--- src/rtl/mm2s_pkg.sv ---
package mm2s_pkg;
  typedef enum logic [2:0] {
    ST_IDLE,
    ST_REQ,
    ST_DATA,
    ST_FLUSH,
    ST_HALT
  } mover_state_e;

  localparam logic [1:0] REG_CTRL = 2'd0;
  localparam logic [1:0] REG_STAT = 2'd1;
  localparam logic [1:0] REG_SRC  = 2'd2;
  localparam logic [1:0] REG_LEN  = 2'd3;

  localparam int CTRL_DONE_EN = 0;
  localparam int CTRL_ERR_EN  = 1;
  localparam int CTRL_SRST    = 2;

  localparam int STAT_BUSY  = 0;
  localparam int STAT_DONE  = 1;
  localparam int STAT_ERR   = 2;
  localparam int STAT_HALT  = 3;
  localparam int STAT_RDONE = 4;
endpackage

--- src/rtl/mm2s_rst_sync.sv ---
module mm2s_rst_sync (
  input  logic clk,
  input  logic rst_n_in,
  output logic rst_n_out
);
  logic [1:0] sync_q;

  always_ff @(posedge clk or negedge rst_n_in) begin
    if (!rst_n_in) sync_q <= '0;
    else           sync_q <= {sync_q[0], 1'b1};
  end

  assign rst_n_out = sync_q[1];
endmodule

--- src/rtl/mm2s_regs.sv ---
module mm2s_regs
  import mm2s_pkg::*;
#(
  parameter int ADDR_W = 32,
  parameter int LEN_W  = 14
) (
  input  logic              clk,
  input  logic              rst_n,
  input  logic              reg_wr,
  input  logic [1:0]        reg_addr,
  input  logic [31:0]       reg_wdata,
  output logic [31:0]       reg_rdata,
  output logic              irq_o,
  input  logic              eng_busy,
  input  logic              eng_halted,
  input  logic              eng_flushing,
  input  logic              eng_done,
  input  logic              eng_err,
  output logic              start_o,
  output logic [ADDR_W-1:0] start_addr_o,
  output logic [LEN_W-1:0]  start_len_o,
  output logic              soft_rst_o
);
  logic              done_en_q, done_en_d, err_en_q, err_en_d;
  logic              done_pend_q, done_pend_d, err_pend_q, err_pend_d;
  logic [ADDR_W-1:0] src_q, src_d;
  logic [LEN_W-1:0]  len_q, len_d;
  logic              wr_ctrl, wr_stat, wr_src, wr_len, accept;

  assign wr_ctrl = reg_wr && (reg_addr == REG_CTRL);
  assign wr_stat = reg_wr && (reg_addr == REG_STAT);
  assign wr_src  = reg_wr && (reg_addr == REG_SRC);
  assign wr_len  = reg_wr && (reg_addr == REG_LEN);
  assign accept  = !eng_busy && !eng_halted;

  assign soft_rst_o   = wr_ctrl && reg_wdata[CTRL_SRST];
  assign start_o      = wr_len && accept && (|reg_wdata[LEN_W-1:0]);
  assign start_addr_o = src_q;
  assign start_len_o  = reg_wdata[LEN_W-1:0];
  assign irq_o        = (done_pend_q && done_en_q) || (err_pend_q && err_en_q);

  always_comb begin
    done_en_d   = done_en_q;
    err_en_d    = err_en_q;
    done_pend_d = done_pend_q;
    err_pend_d  = err_pend_q;
    src_d       = src_q;
    len_d       = len_q;
    if (wr_ctrl) begin
      done_en_d = reg_wdata[CTRL_DONE_EN];
      err_en_d  = reg_wdata[CTRL_ERR_EN];
    end
    if (wr_src && accept) src_d = reg_wdata[ADDR_W-1:0];
    if (wr_len && accept) len_d = reg_wdata[LEN_W-1:0];
    if (wr_stat && reg_wdata[STAT_DONE]) done_pend_d = 1'b0;
    if (wr_stat && reg_wdata[STAT_ERR])  err_pend_d  = 1'b0;
    if (eng_done) done_pend_d = 1'b1;
    if (eng_err)  err_pend_d  = 1'b1;
    if (soft_rst_o) begin
      done_en_d   = 1'b0;
      err_en_d    = 1'b0;
      done_pend_d = 1'b0;
      err_pend_d  = 1'b0;
      src_d       = '0;
      len_d       = '0;
    end
  end

  always_ff @(posedge clk or negedge rst_n) begin
    if (!rst_n) begin
      done_en_q   <= 1'b0;
      err_en_q    <= 1'b0;
      done_pend_q <= 1'b0;
      err_pend_q  <= 1'b0;
      src_q       <= '0;
      len_q       <= '0;
    end else begin
      done_en_q   <= done_en_d;
      err_en_q    <= err_en_d;
      done_pend_q <= done_pend_d;
      err_pend_q  <= err_pend_d;
      src_q       <= src_d;
      len_q       <= len_d;
    end
  end

  always_comb begin
    reg_rdata = '0;
    case (reg_addr)
      REG_CTRL: begin
        reg_rdata[CTRL_DONE_EN] = done_en_q;
        reg_rdata[CTRL_ERR_EN]  = err_en_q;
      end
      REG_STAT: begin
        reg_rdata[STAT_BUSY]  = eng_busy;
        reg_rdata[STAT_DONE]  = done_pend_q;
        reg_rdata[STAT_ERR]   = err_pend_q;
        reg_rdata[STAT_HALT]  = eng_halted;
        reg_rdata[STAT_RDONE] = !eng_flushing;
      end
      REG_SRC: reg_rdata[ADDR_W-1:0] = src_q;
      default: reg_rdata[LEN_W-1:0]  = len_q;
    endcase
  end


  len_hold_chk: assert property (@(posedge clk) disable iff (!rst_n)
    (wr_len && eng_busy) |=> $stable(len_q));

  done_ack_chk: assert property (@(posedge clk) disable iff (!rst_n)
    (wr_stat && reg_wdata[STAT_DONE] && !eng_done) |=> !done_pend_q);

  irq_cause_chk: assert property (@(posedge clk) disable iff (!rst_n)
    $rose(irq_o) |-> (done_pend_q || err_pend_q));
endmodule

--- src/rtl/mm2s_engine.sv ---
module mm2s_engine
  import mm2s_pkg::*;
#(
  parameter int ADDR_W    = 32,
  parameter int LEN_W     = 14,
  parameter int DATA_W    = 32,
  parameter int BURST_MAX = 16,
  localparam int KEEP_W   = DATA_W / 8,
  localparam int BYTE_SH  = $clog2(KEEP_W),
  localparam int BEAT_W   = LEN_W + 1 - BYTE_SH,
  localparam int BLEN_W   = $clog2(BURST_MAX + 1)
) (
  input  logic              clk,
  input  logic              rst_n,
  input  logic              start_i,
  input  logic [ADDR_W-1:0] start_addr_i,
  input  logic [LEN_W-1:0]  start_len_i,
  input  logic              soft_rst_i,
  output logic              busy_o,
  output logic              halted_o,
  output logic              flushing_o,
  output logic              done_o,
  output logic              err_o,
  output logic              rd_req_o,
  output logic [ADDR_W-1:0] rd_addr_o,
  output logic [BLEN_W-1:0] rd_len_o,
  input  logic              rd_gnt_i,
  input  logic              rsp_valid_i,
  input  logic [DATA_W-1:0] rsp_data_i,
  output logic              rsp_ready_o,
  output logic [DATA_W-1:0] m_tdata_o,
  output logic [KEEP_W-1:0] m_tkeep_o,
  output logic              m_tlast_o,
  output logic              m_tvalid_o,
  input  logic              m_tready_i
);
  mover_state_e       state_q, state_d;
  logic [ADDR_W-1:0]  addr_q, addr_d;
  logic [BEAT_W-1:0]  beats_q, beats_d, beats_calc;
  logic [BLEN_W-1:0]  burst_q, burst_d;
  logic [BYTE_SH-1:0] tail_q, tail_d;
  logic [LEN_W:0]     len_pad;
  logic               beat_fire, last_beat, misaligned;

  assign len_pad    = {1'b0, start_len_i} + (LEN_W+1)'(KEEP_W - 1);
  assign beats_calc = BEAT_W'(len_pad >> BYTE_SH);
  assign misaligned = |start_addr_i[BYTE_SH-1:0];
  assign last_beat  = (state_q == ST_DATA) && (beats_q == BEAT_W'(1));
  assign beat_fire  = (state_q == ST_DATA) && rsp_valid_i && m_tready_i;

  assign rd_req_o    = (state_q == ST_REQ);
  assign rd_addr_o   = addr_q;
  assign rd_len_o    = (beats_q > BEAT_W'(BURST_MAX)) ? BLEN_W'(BURST_MAX) : BLEN_W'(beats_q);
  assign rsp_ready_o = ((state_q == ST_DATA) && m_tready_i) || (state_q == ST_FLUSH);
  assign m_tvalid_o  = (state_q == ST_DATA) && rsp_valid_i;
  assign m_tdata_o   = rsp_data_i;
  assign m_tlast_o   = last_beat;
  assign busy_o      = (state_q == ST_REQ) || (state_q == ST_DATA) || (state_q == ST_FLUSH);
  assign halted_o    = (state_q == ST_HALT);
  assign flushing_o  = (state_q == ST_FLUSH);

  for (genvar b = 0; b < KEEP_W; b++) begin : g_keep
    assign m_tkeep_o[b] = !last_beat || (tail_q == '0) || (BYTE_SH'(b) < tail_q);
  end

  always_comb begin
    state_d = state_q;
    addr_d  = addr_q;
    beats_d = beats_q;
    burst_d = burst_q;
    tail_d  = tail_q;
    done_o  = 1'b0;
    err_o   = 1'b0;
    case (state_q)
      ST_IDLE: if (start_i) begin
        if (misaligned) begin
          state_d = ST_HALT;
          err_o   = 1'b1;
        end else begin
          addr_d  = start_addr_i;
          beats_d = beats_calc;
          tail_d  = start_len_i[BYTE_SH-1:0];
          state_d = ST_REQ;
        end
      end
      ST_REQ: if (rd_gnt_i) begin
        burst_d = rd_len_o;
        state_d = ST_DATA;
      end
      ST_DATA: if (beat_fire) begin
        addr_d  = addr_q + ADDR_W'(KEEP_W);
        beats_d = beats_q - BEAT_W'(1);
        burst_d = burst_q - BLEN_W'(1);
        if (beats_q == BEAT_W'(1)) begin
          state_d = ST_IDLE;
          done_o  = 1'b1;
        end else if (burst_q == BLEN_W'(1)) begin
          state_d = ST_REQ;
        end
      end
      ST_FLUSH: if (rsp_valid_i) begin
        burst_d = burst_q - BLEN_W'(1);
        if (burst_q == BLEN_W'(1)) state_d = ST_IDLE;
      end
      ST_HALT: state_d = ST_HALT;
      default: state_d = ST_IDLE;
    endcase
    if (soft_rst_i) begin
      if ((state_q == ST_DATA) && !(beat_fire && (burst_q == BLEN_W'(1)))) state_d = ST_FLUSH;
      else if (state_q != ST_FLUSH) state_d = ST_IDLE;
    end
  end

  always_ff @(posedge clk or negedge rst_n) begin
    if (!rst_n) begin
      state_q <= ST_IDLE;
      addr_q  <= '0;
      beats_q <= '0;
      burst_q <= '0;
      tail_q  <= '0;
    end else begin
      state_q <= state_d;
      addr_q  <= addr_d;
      beats_q <= beats_d;
      burst_q <= burst_d;
      tail_q  <= tail_d;
    end
  end


  req_len_chk: assert property (@(posedge clk) disable iff (!rst_n)
    rd_req_o |-> (rd_len_o != '0) && (rd_len_o <= BLEN_W'(BURST_MAX)));

  misalign_chk: assert property (@(posedge clk) disable iff (!rst_n)
    (state_q == ST_IDLE && start_i && misaligned && !soft_rst_i) |=> (halted_o && !rd_req_o));

  tlast_end_chk: assert property (@(posedge clk) disable iff (!rst_n)
    (m_tvalid_o && m_tready_i && m_tlast_o) |=> !m_tvalid_o);

  flush_quiet_chk: assert property (@(posedge clk) disable iff (!rst_n)
    soft_rst_i |=> !m_tvalid_o);
endmodule

--- src/rtl/mm2s_mover.sv ---
module mm2s_mover #(
  parameter int ADDR_W    = 32,
  parameter int LEN_W     = 14,
  parameter int DATA_W    = 32,
  parameter int BURST_MAX = 16,
  localparam int KEEP_W   = DATA_W / 8,
  localparam int BLEN_W   = $clog2(BURST_MAX + 1)
) (
  input  logic              clk,
  input  logic              rst_n,
  input  logic              reg_wr,
  input  logic [1:0]        reg_addr,
  input  logic [31:0]       reg_wdata,
  output logic [31:0]       reg_rdata,
  output logic              irq,
  output logic              rd_req,
  output logic [ADDR_W-1:0] rd_addr,
  output logic [BLEN_W-1:0] rd_len,
  input  logic              rd_gnt,
  input  logic              rsp_valid,
  input  logic [DATA_W-1:0] rsp_data,
  output logic              rsp_ready,
  output logic [DATA_W-1:0] m_tdata,
  output logic [KEEP_W-1:0] m_tkeep,
  output logic              m_tlast,
  output logic              m_tvalid,
  input  logic              m_tready
);
  logic              rst_n_s;
  logic              busy, halted, flushing, done_ev, err_ev, start, soft_rst;
  logic [ADDR_W-1:0] start_addr;
  logic [LEN_W-1:0]  start_len;

  mm2s_rst_sync u_rst_sync (
    .clk       (clk),
    .rst_n_in  (rst_n),
    .rst_n_out (rst_n_s)
  );

  mm2s_regs #(.ADDR_W(ADDR_W), .LEN_W(LEN_W)) u_regs (
    .clk          (clk),
    .rst_n        (rst_n_s),
    .reg_wr       (reg_wr),
    .reg_addr     (reg_addr),
    .reg_wdata    (reg_wdata),
    .reg_rdata    (reg_rdata),
    .irq_o        (irq),
    .eng_busy     (busy),
    .eng_halted   (halted),
    .eng_flushing (flushing),
    .eng_done     (done_ev),
    .eng_err      (err_ev),
    .start_o      (start),
    .start_addr_o (start_addr),
    .start_len_o  (start_len),
    .soft_rst_o   (soft_rst)
  );

  mm2s_engine #(
    .ADDR_W(ADDR_W), .LEN_W(LEN_W), .DATA_W(DATA_W), .BURST_MAX(BURST_MAX)
  ) u_engine (
    .clk          (clk),
    .rst_n        (rst_n_s),
    .start_i      (start),
    .start_addr_i (start_addr),
    .start_len_i  (start_len),
    .soft_rst_i   (soft_rst),
    .busy_o       (busy),
    .halted_o     (halted),
    .flushing_o   (flushing),
    .done_o       (done_ev),
    .err_o        (err_ev),
    .rd_req_o     (rd_req),
    .rd_addr_o    (rd_addr),
    .rd_len_o     (rd_len),
    .rd_gnt_i     (rd_gnt),
    .rsp_valid_i  (rsp_valid),
    .rsp_data_i   (rsp_data),
    .rsp_ready_o  (rsp_ready),
    .m_tdata_o    (m_tdata),
    .m_tkeep_o    (m_tkeep),
    .m_tlast_o    (m_tlast),
    .m_tvalid_o   (m_tvalid),
    .m_tready_i   (m_tready)
  );
endmodule

--- config.mk ---
export PLATFORM = sky130hd
export DESIGN_NAME = mm2s_mover
export DESIGN_NICKNAME = d
export VERILOG_FILES = /design/src/rtl/mm2s_pkg.sv /design/src/rtl/mm2s_rst_sync.sv /design/src/rtl/mm2s_regs.sv /design/src/rtl/mm2s_engine.sv /design/src/rtl/mm2s_mover.sv
export SDC_FILE = /design/constraint.sdc
export NUM_CORES = 1
export LEC_CHECK = 0
export ABC_AREA = 1
export BUFFER_PORTS_ARGS = -buffer_cell sky130_fd_sc_hd__buf_2
export CAP_MARGIN = 20
export CORE_ASPECT_RATIO = 0.8
export CORE_MARGIN = 2
export CORE_UTILIZATION = 59
export DETAILED_ROUTE_END_ITERATION = 10
export GPL_TIMING_DRIVEN = 0
export PLACE_DENSITY_LB_ADDON = 0.3
export SLEW_MARGIN = 30
export SYNTH_ARGS = -nofsm -noshare
export SYNTH_HDL_FRONTEND = slang
export SYNTH_HIERARCHICAL = 1
export SYNTH_SLANG_ARGS = --single-unit
--- constraint.sdc ---
create_clock -name clk -period 10.3 [get_ports clk]
set_clock_uncertainty 0.2 [all_clocks]
set_input_delay 2.575 -clock clk [delete_from_list [all_inputs] [get_ports clk]]
set_output_delay 2.575 -clock clk [all_outputs]
set_load 0.02 [all_outputs]
Word level (Yosys, flattened, before mapping)
Cells that the tools add are included.
{"block": "op_classes", "addsub": 4, "magnitude_cmp": 5, "n_eq_ne": 15, "n_mux": 49, "n_bitwise": 1, "reduce_logical": 49}
{"operator": "$mux 32", "n": 5}
{"operator": "$pmux 32 s2", "n": 1}
{"operator": "$mux 13", "n": 3}
{"operator": "$mux 3", "n": 11}
{"operator": "$add 32x3->32 const B", "n": 1}
{"operator": "$mux 14", "n": 2}
{"operator": "$pmux 13 s2", "n": 1}
{"operator": "$mux 5", "n": 4}
{"operator": "$logic_and 1x1->1", "n": 19}
{"operator": "$mux 18", "n": 1}
{"operator": "$pmux 9 s2", "n": 1}
{"operator": "$mux 1", "n": 16}
{"operator": "$add 14x2->15 const B", "n": 1}
{"operator": "$pmux 3 s5", "n": 1}
{"operator": "$pmux 5 s3", "n": 1}
{"operator": "$reduce_or 14->1", "n": 1}
{"operator": "$eq 13x1->1 const B", "n": 1}
{"operator": "$gt 13x5->1 const B", "n": 1}
{"operator": "$sub 13x1->13 const B", "n": 1}
{"operator": "$logic_or 1x1->1", "n": 9}
{"operator": "$pmux 3 s3", "n": 1}
{"operator": "$reduce_bool 3->1", "n": 3}
{"operator": "$reduce_and 4->1", "n": 2}
{"operator": "$reduce_bool 2->1", "n": 4}
{"operator": "other kinds (19)", "n": 32}
{"block": "word_totals", "reg_bits": 107, "input_bits": 72, "out_inout_bits": 110, "elab_cells": 135}

Depth between registers and ports, before layout
{"block": "logic_depth", "word_depth": 12, "mapped_depth": 15, "mapped_depth_nobuf": 14}

Hierarchy
Netlist, hierarchy kept.
{"mod": "mm2s_engine", "n_inst": 1, "cells_each": 749, "area_per_inst_um2": 4553.1, "seq_area_each_um2": 1376.3}
{"mod": "mm2s_regs", "n_inst": 1, "cells_each": 335, "area_per_inst_um2": 2635.0, "seq_area_each_um2": 1251.2}
{"mod": "mm2s_rst_sync", "n_inst": 1, "cells_each": 3, "area_per_inst_um2": 53.8, "seq_area_each_um2": 50.0}

Least setup slack after synthesis
No wires, ideal clock.
{"block": "synth_path", "path_kind": "input to output", "from": "input port reg_addr[0]", "to": "output port reg_rdata[4]", "t_arrival_ns": 3.229, "required_time_ns": 7.525, "path_slack_ns": 4.296, "stages": 4, "n_path_buf": 0, "path_cell_list": "inv_2 -> nor2_1 -> inv_1 -> o211ai_1"}
{"block": "synth_between", "elab_chain_cells": 2, "elab_cells_between_ends": 4, "cone_classes": "eq/ne: 2; mux: 1; reduce/logical: 1"}
{"element": "from (decl)", "line": "mm2s_mover.sv:12", "rtl": "input logic [1:0] reg_addr,"}
{"element": "$eq 2x2->1, or another cell as far along", "line": "mm2s_regs.sv:89", "rtl": "case (reg_addr)"}
{"element": "$pmux 3 s3 *", "line": "mm2s_regs.sv:89"}
{"element": "to (decl)", "line": "mm2s_mover.sv:14", "rtl": "output logic [31:0] reg_rdata,"}
Mark *: on every way between the ends. The rest lies on a longest branch, timed or not.

Final worst setup path
Same ends and word-level chain as after synthesis.

==> impl_metrics.env <==
export IMPL_gp_congestion=0.9624
export IMPL_cp_end_kind="output pin"
export IMPL_area_delta_synth_final_pct=17.54
export IMPL_drt_met1_wl_mm=9.595
export IMPL_worstSetupPathType="input pin to output pin"
export IMPL_worst_hold_path_type="flop to async pin"
export IMPL_dieArea_sq_mm=0.01318
export IMPL_antenna_found_initial=0
export IMPL_seq_area_frac_synth_pct=36.97
export IMPL_synthFlopType="dfrtp_1"
export IMPL_synth_seq_cells=107
export IMPL_top_layer="met4"
export IMPL_grt_pass1_vias=6841
export IMPL_power_share_clock_pct=16.8
export IMPL_port_buffers=147
export IMPL_htreeDepth=3
export IMPL_hold_buffers=0
export IMPL_hold_violations=0
export IMPL_startpoint_type="input pin"
export IMPL_avgSynthCellArea_sq_um=6.662
export IMPL_post_cts_setup_buffers=0
export IMPL_rsz0062_at_grt="no"
export IMPL_die_width_um=127.9
export IMPL_cp_required_ns=7.53
export IMPL_timing_final_crit_share_pct=62.75
export IMPL_drt_wl_total_mm=22.33
export IMPL_drt_iter0_markers=1013
export IMPL_vias=7889
export IMPL_ir_drop_mv=0.1170
export IMPL_routed_via_density=5.619
export IMPL_cts_tree="yes"
export IMPL_async_reset_ff_share_pct=100.0
export IMPL_outcome="complete, no violations"
export IMPL_final_nets=1324
export IMPL_syn_inst=1087
export IMPL_nFillCells=1093
export IMPL_fin_area_sq_mm=0.008512
export IMPL_synth_top_cell_by_area="dfrtp_1"
export IMPL_layout_drive_gt1_share_pct=21.96
export IMPL_place_ws_ns=3.926
export IMPL_clockBufferDepth=2
export IMPL_synth_edf_count=0
export IMPL_maxSlewHeadroom_pct=58.44
export IMPL_cts_buffers_inserted=9
export IMPL_arrival_ns=3.69
export IMPL_switchingPower_uw=996.3
export IMPL_clk_pin_slew_ns=0.08
export IMPL_synth_area_sq_mm=0.007242
export IMPL_utilization_pct=70.51
export IMPL_cts_root_buffer="clkbuf_16"
export IMPL_power_leakage_uw=0.004528
export IMPL_grt_start_max_net_pins=50
export IMPL_finalMaxSlewViolations=0
export IMPL_path_max_fanout=6
export IMPL_finalCriticalPeriod_ns=6.464
export IMPL_dr_pass1_iters=6
export IMPL_mostFrequentLayoutCell="nand2_1"
export IMPL_mostFrequentLayoutCells="nand2_1, buf_2, nor2_1"
export IMPL_route_met3_wl_mm=2.737
export IMPL_setup_viol=0
export IMPL_wl_per_cell_um=15.90
export IMPL_wl_met2_mm=9.437
export IMPL_coreArea_sq_mm=0.01207
export IMPL_detailed_place_hpwl_mm=16.84
export IMPL_grt_usage_pct=34.13
export IMPL_p_int_uw=1080
export IMPL_p_comb_share_pct=47.1
export IMPL_layout_setup_ws_ns=3.836
export IMPL_synth_cell_types=44
export IMPL_yosysWarningCount=6
export IMPL_grt_first_pass_wirelength_mm=35.00
export IMPL_cts_sink_count=107
export IMPL_worstMarginPinSlew_ns=0.6235
export IMPL_clock_latency_ns=0.36
export IMPL_syn_num_nets=1164
export IMPL_ys_top_cells_by_area="dfrtp_1, nand2_1, nand3_1"
export IMPL_seqPwrFrac_pct=36.1
export IMPL_die_h_um=103.1
export IMPL_switching_share_pct=47.98
export IMPL_start_util_pct=59.99
export IMPL_placed_area_sq_mm=0.008219
export IMPL_yosysTopAreaCellShare_pct=36.97
export IMPL_n_antenna_cell=0
export IMPL_setup_tns_ns=0
export IMPL_grt_overflow_total=0
export IMPL_fmax_mhz=154.7
export IMPL_ios=182
export IMPL_p_per_area_mw_per_mm2=244.0
export IMPL_drc_errors=0
export IMPL_multi_input_area_sq_mm=0.003627
export IMPL_rows=36
export IMPL_ctsResizeCount=0
export IMPL_seq_area_sq_mm=0.002681
export IMPL_antenna_left=0
export IMPL_maxCapViolCount=0
## area by class of cell
class                   count  share of cell area [%]
well taps                 152                   2.234
inverters                  97                   4.278
multi-input cells         800                   42.61
flip-flops and latches    107                   31.50
clock inverters             6                  0.6321
clock buffers              10                   2.808
plain buffers              83                   6.732
repair buffers            149                   9.202
## through the flow
step	hold slack, ns	instances	total power [uW]
finish	0.06310	1404	2077
detailed placement	0.06284	1388	1699
global route	0.1040	1404	2213
floorplan	0.1312	1087	1379
global placement	0.1329	1386	1667
CTS	0.07151	1404	2049
## state kept, by name (all words and copies together) (netlist names)
signal and count:
u_engine/state_q 3, u_engine/tail_q 2, u_engine/burst_q 5, u_regs/err_en_q 1, u_regs/err_pend_q 1, u_regs/done_pend_q 1
u_engine/rd_addr_o 32, u_rst_sync/sync_q 2, u_regs/done_en_q 1, u_regs/start_addr_o 32, u_regs/len_q 14, u_engine/beats_q 13
## power by group through the flow
| stage | Clock (uW) | Sequential, uW | Combinational [uW] |
|---|---|---|---|
| 2_1_floorplan | 0 | 741 | 637 |
| 3_3_place_gp | 0 | 749 | 917 |
| 3_5_place_dp | 0 | 746 | 953 |
| 4_1_cts | 350 | 741 | 958 |
| 5_1_grt | 368 | 766 | 1080 |
| 6_report | 348 | 749 | 979 |
## cell families after synthesis
group / share of synthesized area [%]
adder cells (fa/ha/maj): 0.8639
buffers and inverters: 12.94
AO/OA/AOI/OAI: 7.032
flip-flops: 36.97
XOR/XNOR: 0.8466
other: 0.1037
AND/OR/NAND/NOR: 41.24
## worst max-delay path: stages
cell and delay, ns:
buf_2 0.18, inv_2 0.06, nor2_1 0.35, inv_1 0.11
o211ai_1 0.20, buf_2 0.20
## cell usage after synthesis, types with 4 or more instances
cell type and number:
buf_2 23, nor2_4 4, nand2_1 346, buf_4 48, o21ai_1 12, inv_1 90
o211ai_1 4, inv_2 7, xor2_1 5, nor3_1 5, ha_1 5, nand3b_1 6
a22o_1 10, nor2_2 5, buf_6 7, nand3_1 152, or2_2 5, o21ai_0 24
a21oi_1 17, clkbuf_1 5, nand4_1 11, dfrtp_1 107, nor2_1 156
## layer usage
metal	global-route usage, %	vias up
li1	-	3739
met1	50.53	3616
met4	8.791	0
met5	0	-
met3	8.511	54
met2	50.35	480
## worst paths after layout
| check | end | slack (ns) | startpoint | cells after the start |
|---|---|---|---|---|
| worst max-delay path | reg_rdata[4] | 3.84 | reg_addr[0] | 6 |
| worst min-delay path | u_engine/rd_addr_o[0]$_DFFE_PN0P_ | 0.06 | u_rst_sync/sync_q[1]$_DFF_PN0_ | 0 |
| worst max register to register | u_engine/rd_addr_o[15]$_DFFE_PN0P_ | 7.25 | u_engine/state_q[2]$_DFF_PN0_ | 13 |
| worst min register to register | u_engine/rd_addr_o[0]$_DFFE_PN0P_ | 0.06 | u_rst_sync/sync_q[1]$_DFF_PN0_ | 0 |
| max in group asynchronous | u_rst_sync/sync_q[1]$_DFF_PN0_ | 8.01 | rst_n | 1 |
| min in group clk | u_rst_sync/sync_q[1]$_DFF_PN0_ | 0.16 | u_rst_sync/sync_q[0]$_DFF_PN0_ | 0 |
Note: power is estimated with default switching activity, not from simulation.
